[config.mk]
export PLATFORM = sky130hd
export DESIGN_NAME = pix_rop_unit
export DESIGN_NICKNAME = d
export VERILOG_FILES = /design/src/rtl/pix_rop_pkg.sv /design/src/rtl/rop_logic.sv /design/src/rtl/rop_arith.sv /design/src/rtl/rop_wgate.sv /design/src/rtl/pix_rop_unit.sv
export SDC_FILE = /design/constraint.sdc
export NUM_CORES = 1
export LEC_CHECK = 0
export ABC_AREA = 1
export BUFFER_PORTS_ARGS = -buffer_cell sky130_fd_sc_hd__buf_2
export CELL_PAD_IN_SITES_DETAIL_PLACEMENT = 1
export CELL_PAD_IN_SITES_GLOBAL_PLACEMENT = 2
export CORE_UTILIZATION = 28
export DETAILED_ROUTE_END_ITERATION = 8
export PLACE_DENSITY = 0.88
export SYNTH_ARGS = -nofsm -noshare
export SYNTH_HDL_FRONTEND = slang
export SYNTH_SLANG_ARGS = --single-unit
[constraint.sdc]
create_clock -name clk -period 2.5 [get_ports clk]
set_input_delay 0 -clock clk [delete_from_list [all_inputs] [get_ports clk]]
set_output_delay 0 -clock clk [all_outputs]
set_load 0.05 [all_outputs]
[src/rtl/pix_rop_pkg.sv]
package pix_rop_pkg;
    localparam int CTL_W     = 32;
    localparam int EN_BIT    = 0;
    localparam int PLANE_BIT = 5;
    localparam int COND_LSB  = 8;
    localparam int COND_W    = 3;
    localparam int METH_LSB  = 12;
    localparam int METH_W    = 7;
    localparam int BUF_LSB   = 28;
    localparam int BUF_W     = 3;

    typedef enum logic [METH_W-1:0] {
        OP_ZERO   = 7'h60,
        OP_AND    = 7'h14,
        OP_ANDR   = 7'h15,
        OP_COPY   = 7'h20,
        OP_ANDI   = 7'h16,
        OP_KEEP   = 7'h40,
        OP_XOR    = 7'h11,
        OP_OR     = 7'h0f,
        OP_NOR    = 7'h17,
        OP_XNOR   = 7'h10,
        OP_NOTD   = 7'h4e,
        OP_ORR    = 7'h0e,
        OP_NOTS   = 7'h2d,
        OP_ORI    = 7'h0d,
        OP_NAND   = 7'h0c,
        OP_ONES   = 7'h6c,
        OP_ADD    = 7'h00,
        OP_SUB    = 7'h02,
        OP_RSUB   = 7'h01
    } rop_code_e;
endpackage

[src/rtl/rop_logic.sv]
module rop_logic
    import pix_rop_pkg::*;
#(
    parameter int PIX_W = 24
) (
    input  logic [METH_W-1:0] code,
    input  logic [PIX_W-1:0]  s,
    input  logic [PIX_W-1:0]  d,
    output logic [PIX_W-1:0]  res,
    output logic              hit
);
    always_comb begin
        hit = 1'b1;
        res = d;
        case (code)
            OP_ZERO: res = '0;
            OP_AND:  res = s & d;
            OP_ANDR: res = s & ~d;
            OP_COPY: res = s;
            OP_ANDI: res = ~s & d;
            OP_KEEP: res = d;
            OP_XOR:  res = s ^ d;
            OP_OR:   res = s | d;
            OP_NOR:  res = ~(s | d);
            OP_XNOR: res = ~(s ^ d);
            OP_NOTD: res = ~d;
            OP_ORR:  res = s | ~d;
            OP_NOTS: res = ~s;
            OP_ORI:  res = ~s | d;
            OP_NAND: res = ~(s & d);
            OP_ONES: res = '1;
            default: hit = 1'b0;
        endcase
    end
endmodule

[src/rtl/rop_arith.sv]
module rop_arith
    import pix_rop_pkg::*;
#(
    parameter int LANE_W = 8,
    parameter int LANES  = 3
) (
    input  logic [METH_W-1:0]       code,
    input  logic                    wide,
    input  logic [LANE_W*LANES-1:0] s,
    input  logic [LANE_W*LANES-1:0] d,
    output logic [LANE_W*LANES-1:0] res,
    output logic                    hit
);
    localparam int PIX_W = LANE_W * LANES;

    logic [PIX_W-1:0] full_r;
    logic [PIX_W-1:0] lane_r;

    always_comb begin
        hit = 1'b1;
        full_r = d;
        case (code)
            OP_ADD:  full_r = s + d;
            OP_SUB:  full_r = s - d;
            OP_RSUB: full_r = d - s;
            default: hit = 1'b0;
        endcase
    end

    for (genvar i = 0; i < LANES; i++) begin : g_lane
        logic [LANE_W-1:0] a, b;
        assign a = s[i*LANE_W +: LANE_W];
        assign b = d[i*LANE_W +: LANE_W];
        assign lane_r[i*LANE_W +: LANE_W] =
            (code == OP_ADD)  ? a + b :
            (code == OP_SUB)  ? a - b :
            (code == OP_RSUB) ? b - a : b;
    end

    assign res = wide ? full_r : lane_r;
endmodule

[src/rtl/rop_wgate.sv]
module rop_wgate
    import pix_rop_pkg::*;
(
    input  logic [COND_W-1:0] cond,
    input  logic              clip_in,
    input  logic              mask_in,
    input  logic              sign_in,
    output logic              pass
);
    logic [COND_W-1:0] met;
    assign met  = {sign_in, mask_in, clip_in};
    assign pass = &(met | ~cond);
endmodule

[src/rtl/pix_rop_unit.sv]
module pix_rop_unit
    import pix_rop_pkg::*;
#(
    parameter int LANE_W = 8,
    parameter int LANES  = 3
) (
    input  logic                    clk,
    input  logic                    rst_n,
    input  logic                    px_valid,
    input  logic [CTL_W-1:0]        px_ctl,
    input  logic [LANE_W*LANES-1:0] px_src,
    input  logic [LANE_W*LANES-1:0] px_dst,
    input  logic                    px_clip_in,
    input  logic                    px_mask,
    input  logic                    px_sign,
    output logic [LANE_W*LANES-1:0] rop_result,
    output logic                    rop_wr,
    output logic [BUF_W-1:0]        rop_bufsel
);
    localparam int PIX_W = LANE_W * LANES;

    typedef struct packed {
        logic [PIX_W-1:0] res;
        logic             wr;
        logic [BUF_W-1:0] bsel;
    } rop_state_t;

    rop_state_t st_d, st_q;

    logic [METH_W-1:0] meth;
    logic [COND_W-1:0] cond;
    logic [BUF_W-1:0]  bfield;
    logic              wide, upd_en;
    logic [PIX_W-1:0]  log_res, ari_res;
    logic              log_hit, ari_hit, gate_ok, buf_legal;
    logic              unused_ctl_bits;

    assign meth   = px_ctl[METH_LSB +: METH_W];
    assign cond   = px_ctl[COND_LSB +: COND_W];
    assign bfield = px_ctl[BUF_LSB +: BUF_W];
    assign wide   = px_ctl[PLANE_BIT];
    assign upd_en = px_ctl[EN_BIT];
    assign unused_ctl_bits = ^{px_ctl[4:1], px_ctl[7:6], px_ctl[11],
                               px_ctl[27:19], px_ctl[31]};

    rop_logic #(.PIX_W(PIX_W)) u_logic (
        .code(meth), .s(px_src), .d(px_dst), .res(log_res), .hit(log_hit)
    );

    rop_arith #(.LANE_W(LANE_W), .LANES(LANES)) u_arith (
        .code(meth), .wide(wide), .s(px_src), .d(px_dst),
        .res(ari_res), .hit(ari_hit)
    );

    rop_wgate u_gate (
        .cond(cond), .clip_in(px_clip_in), .mask_in(px_mask),
        .sign_in(px_sign), .pass(gate_ok)
    );

    always_comb begin
        case (bfield)
            3'd0, 3'd1, 3'd2, 3'd4: buf_legal = 1'b1;
            default:                buf_legal = 1'b0;
        endcase
    end

    always_comb begin
        st_d    = st_q;
        st_d.wr = 1'b0;
        if (px_valid) begin
            st_d.res  = log_hit ? log_res : (ari_hit ? ari_res : px_dst);
            st_d.wr   = upd_en & (log_hit | ari_hit) & gate_ok;
            st_d.bsel = buf_legal ? bfield : '0;
        end
    end

    always_ff @(posedge clk) begin
        if (!rst_n) st_q <= '0;
        else        st_q <= st_d;
    end

    assign rop_result = st_q.res;
    assign rop_wr     = st_q.wr;
    assign rop_bufsel = st_q.bsel;

    AST_IDLE_NO_WR: assert property (@(posedge clk) disable iff (!rst_n)
        !px_valid |=> !rop_wr);
    AST_IDLE_HOLD: assert property (@(posedge clk) disable iff (!rst_n)
        !px_valid |=> $stable(rop_result));
    AST_KEEP_DST: assert property (@(posedge clk) disable iff (!rst_n)
        px_valid && meth == OP_KEEP |=> rop_result == $past(px_dst));
    AST_OFF_NO_WR: assert property (@(posedge clk) disable iff (!rst_n)
        px_valid && !px_ctl[EN_BIT] |=> !rop_wr);
    AST_CLIP_GATE: assert property (@(posedge clk) disable iff (!rst_n)
        px_valid && px_ctl[COND_LSB] && !px_clip_in |=> !rop_wr);
    AST_SIGN_GATE: assert property (@(posedge clk) disable iff (!rst_n)
        px_valid && px_ctl[COND_LSB+2] && !px_sign |=> !rop_wr);
    AST_BAD_CODE: assert property (@(posedge clk) disable iff (!rst_n)
        px_valid && !log_hit && !ari_hit |=> !rop_wr && rop_result == $past(px_dst));
    AST_BUF_ILLEGAL: assert property (@(posedge clk) disable iff (!rst_n)
        px_valid && bfield == 3'd3 |=> rop_bufsel == '0);
endmodule

==> reports/qor.yml <==
status: "finished with violations"
violations: "setup timing"
die_area_um2: 38800
critPathTopFamily: "simple AND/OR/NAND/NOR gates"
grt_pass1_vias: 16500
cp_common_cell: "a21oi_1"
cts_tree: "done"
p_sw_frac: 0.535
cts-root-buf: "clkbuf_16"
setup_viol: 10
post-route-period-util: 1.09
core_um2: 37500
start_kind: "input port"
rows: 71
ir_worst_vdd_uv: 281
p_leak_nw: 7.72
seqPwrFrac: 0.128
crit_chain: "buf_2 > nor2_4 > nand3_2 > nor3_2 > buf_4 > nand3_4 > nor4_4 > buf_4 > a21oi_1 > xor2_1 > inv_1 > ha_4 > buf_4 > a21oi_1 > o21ai_1 > a21oi_1 > nand3_2 > nand2_1 > nand3_1 > nand3_1 > nand2_1 > a21oi_1"
grt_pass1_wl_um: 99800
syn-cell-area_um2: 10600
gp_congestion: 1.00
clock_latency_ns: 0.30
pwr_density_cell_nw_per_um2: 262
grt_use_met1: 0.411
post-route-min-period_ns: 2.72
finalWirelength_um: 68900
wl_per_cell_um: 24.0
drc: 0
io_pins: 114
finalHoldViolCount: 0
gr-total-overflow: 0
num_vias: 16300
crit_slowest_cell: "nor4_4"
yosys_warnings: 0
yosysUniqueCellTypes: 43
avgSynthCellArea_um2: 5.34
dpl.hpwl_um: 54800
critPathCaptureType: "register"
cp.arrival_ns: 2.95
finalNonFillerCells: 2876
crit_fanout: 3
syn_inst: 1992
clk_pin_slew_worst_paths_ns: 0.09
syn-num-nets: 2208
cts_buffer_depth: 2
rsz0062_at_grt: "true"
first_pass_iters: 5
ant_nets: 0
die_w_um: 197
grt_usage: 0.344
p_comb_frac: 0.748
p_clk_frac: 0.125
tightest_slew_ns: 0.773
relSlewSlack: 0.484
p_int_w: 0.00183
io_buffer_count: 96
clock-sinks: 28
layout_setup_ws_ns: -0.223
syn_to_final_growth_pct: 41.2
cts_inserted_buffers: 3
slew_violations: 0
drive_gt1_frac: 0.264
use_met2: 0.568
htree_num_levels: 1
hold_class: "in2reg"
antenna_found_initial: 1
max_clock_freq_mhz: 367
fin_tns_setup_ns: -0.618
use_met3: 0.0551
via_per_inst: 5.66
worstSetupPathType: "in2reg"
dp_slack_ns: -0.581
cap_violations: 0
finClkSkew_ns: 0
cpPeakStageDelay_ns: 0.26
fp.dieH_um: 197
top_usage_layer: "met2"
ys_ff_latch: 28
required_ns: 2.73
dpl_cell_area_um2: 13800
grt_max_degree: 40
dpl.cell_count: 2842
finalNetCount: 2581
design_area_um2: 15000
critPathBufInv: 5
yosysSeqAreaShare: 0.0527
p_sw_w: 0.00210
initial_core_util: 0.284
drtIter0Drc: 1127
[cells in the final DEF, fill, tap and decap left out, types with 64 or more instances in the layout]
master and instances:
buf_2 94, o21ai_0 149, buf_4 320, nor2_1 203, ha_1 108, nand3_1 164
inv_1 243, nand2_1 501, a21oi_1 119, o22ai_1 64
[per-stage QoR]
| step | hold slack [ns] | utilization | total power (W) |
|---|---|---|---|
| after floorplan | 0.138 | - | 0.00187 |
| after global placement | 0.234 | 0.369 | 0.00304 |
| after detailed placement | 0.239 | 0.369 | 0.00310 |
| after CTS | 0.184 | 0.378 | 0.00364 |
| after global routing | 0.250 | 0.401 | 0.00415 |
| final | 0.190 | 0.401 | 0.00394 |
[logic make-up after synthesis]
kind of cell | share of synthesized area
AO/OA/AOI/OAI | 0.217
XOR/XNOR | 0.0305
adder cells (fa/ha/maj) | 0.160
buffers and inverters | 0.128
flip-flops | 0.0527
AND/OR/NAND/NOR | 0.412
[worst register-to-register path: cells and delay by family (launching register included)]
family,cells,cell delay (ns)
AOI/OAI and AO/OA,2,0.28
DFF,1,0.40
[cell usage after synthesis]
| cell | number | area [µm²] |
|---|---|---|
| a221oi_1 | 3 | 26.3 |
| o211ai_1 | 12 | 90.1 |
| dfxtp_1 | 28 | 561 |
| nand3_1 | 184 | 921 |
| a211oi_2 | 1 | 12.5 |
| ha_1 | 120 | 1500 |
| buf_2 | 41 | 205 |
| o21ai_0 | 159 | 796 |
| a211oi_1 | 2 | 15.0 |
| nor2_1 | 224 | 841 |
| a22oi_1 | 1 | 7.51 |
| and2_1 | 4 | 25.0 |
| o21bai_1 | 7 | 52.6 |
| nand4_1 | 36 | 225 |
| nand2_2 | 9 | 56.3 |
| buf_4 | 3 | 22.5 |
| nand2_4 | 1 | 11.3 |
| o2111ai_1 | 9 | 78.8 |
| inv_2 | 11 | 41.3 |
| nor2_2 | 6 | 37.5 |
| clkbuf_1 | 17 | 63.8 |
| o21ai_1 | 5 | 25.0 |
| o22ai_1 | 64 | 400 |
| a21oi_1 | 141 | 706 |
| or2_2 | 6 | 37.5 |
| buf_1 | 2 | 7.51 |
| clkinv_1 | 1 | 3.75 |
| a31oi_1 | 5 | 31.3 |
| xnor2_1 | 5 | 43.8 |
| a21o_1 | 1 | 7.51 |
| nand3_2 | 2 | 20.0 |
| nor4_1 | 3 | 18.8 |
| nand3b_1 | 6 | 45.0 |
| nor3_1 | 17 | 85.1 |
| o221ai_1 | 4 | 35.0 |
| nand2_1 | 540 | 2030 |
| nor2_4 | 2 | 22.5 |
| xor2_1 | 32 | 280 |
| inv_1 | 259 | 972 |
| buf_6 | 4 | 45.0 |
| fa_1 | 10 | 200 |
| nor3b_1 | 1 | 7.51 |
| o31ai_1 | 4 | 30.0 |
[power groups by stage]
stage	Combinational (W)	Sequential, W	Clock (W)
floorplan	0.00125	0.000618	0
global placement	0.00253	0.000510	0
detailed placement	0.00259	0.000511	0
CTS	0.00265	0.000501	0.000490
global route	0.00315	0.000504	0.000503
finish	0.00294	0.000502	0.000491
[flip-flops by register name, summed over array words and instances, names as in the netlist]
register / flops
rop_result: 24
rop_bufsel: 3
rop_wr: 1
[metal layers]
layer  vias to the layer above  part of all wire
met1                      7911              0.39
met4                         0             0.078
li1                       7308                 -
met3                       264             0.072
met5                         -                 0
met2                       792              0.46
[final cells by class]
type / instances / area, µm²
Antenna cell: 1 / 2.50
Clock buffer: 4 / 88.8
Fill cell: 5186 / 22500
Inverter: 271 / 1040
Multi-Input combinational cell: 1626 / 9520
Sequential cell: 28 / 561
Tap cell: 511 / 639
Timing Repair Buffer: 434 / 3170
Timing Repair inverter: 1 / 8.76
[path summary, 6_finish.rpt]
path,slack [ns],from,cells past startpoint,end
worst max-delay path,-0.22,px_src[5],22,rop_result[22]
worst min-delay path,0.19,px_dst[23],5,rop_result[23]
worst max register to register,1.75,rop_result[6],2,rop_result[6]
worst min register to register,0.48,rop_bufsel[1],2,rop_bufsel[1]
[repair_timing]
item / 4_1_cts / 5_1_grt
gates cloned: 0 / 2
endpoints found under the hold margin: 4 / 0
buffers inserted: 1 / 20
setup endpoints to repair: 15 / 19
hold buffers: 6 / 0
gates resized for setup: 48 / 169
pin swaps: 9 / 64
Note: power is estimated with default switching activity, not from simulation.
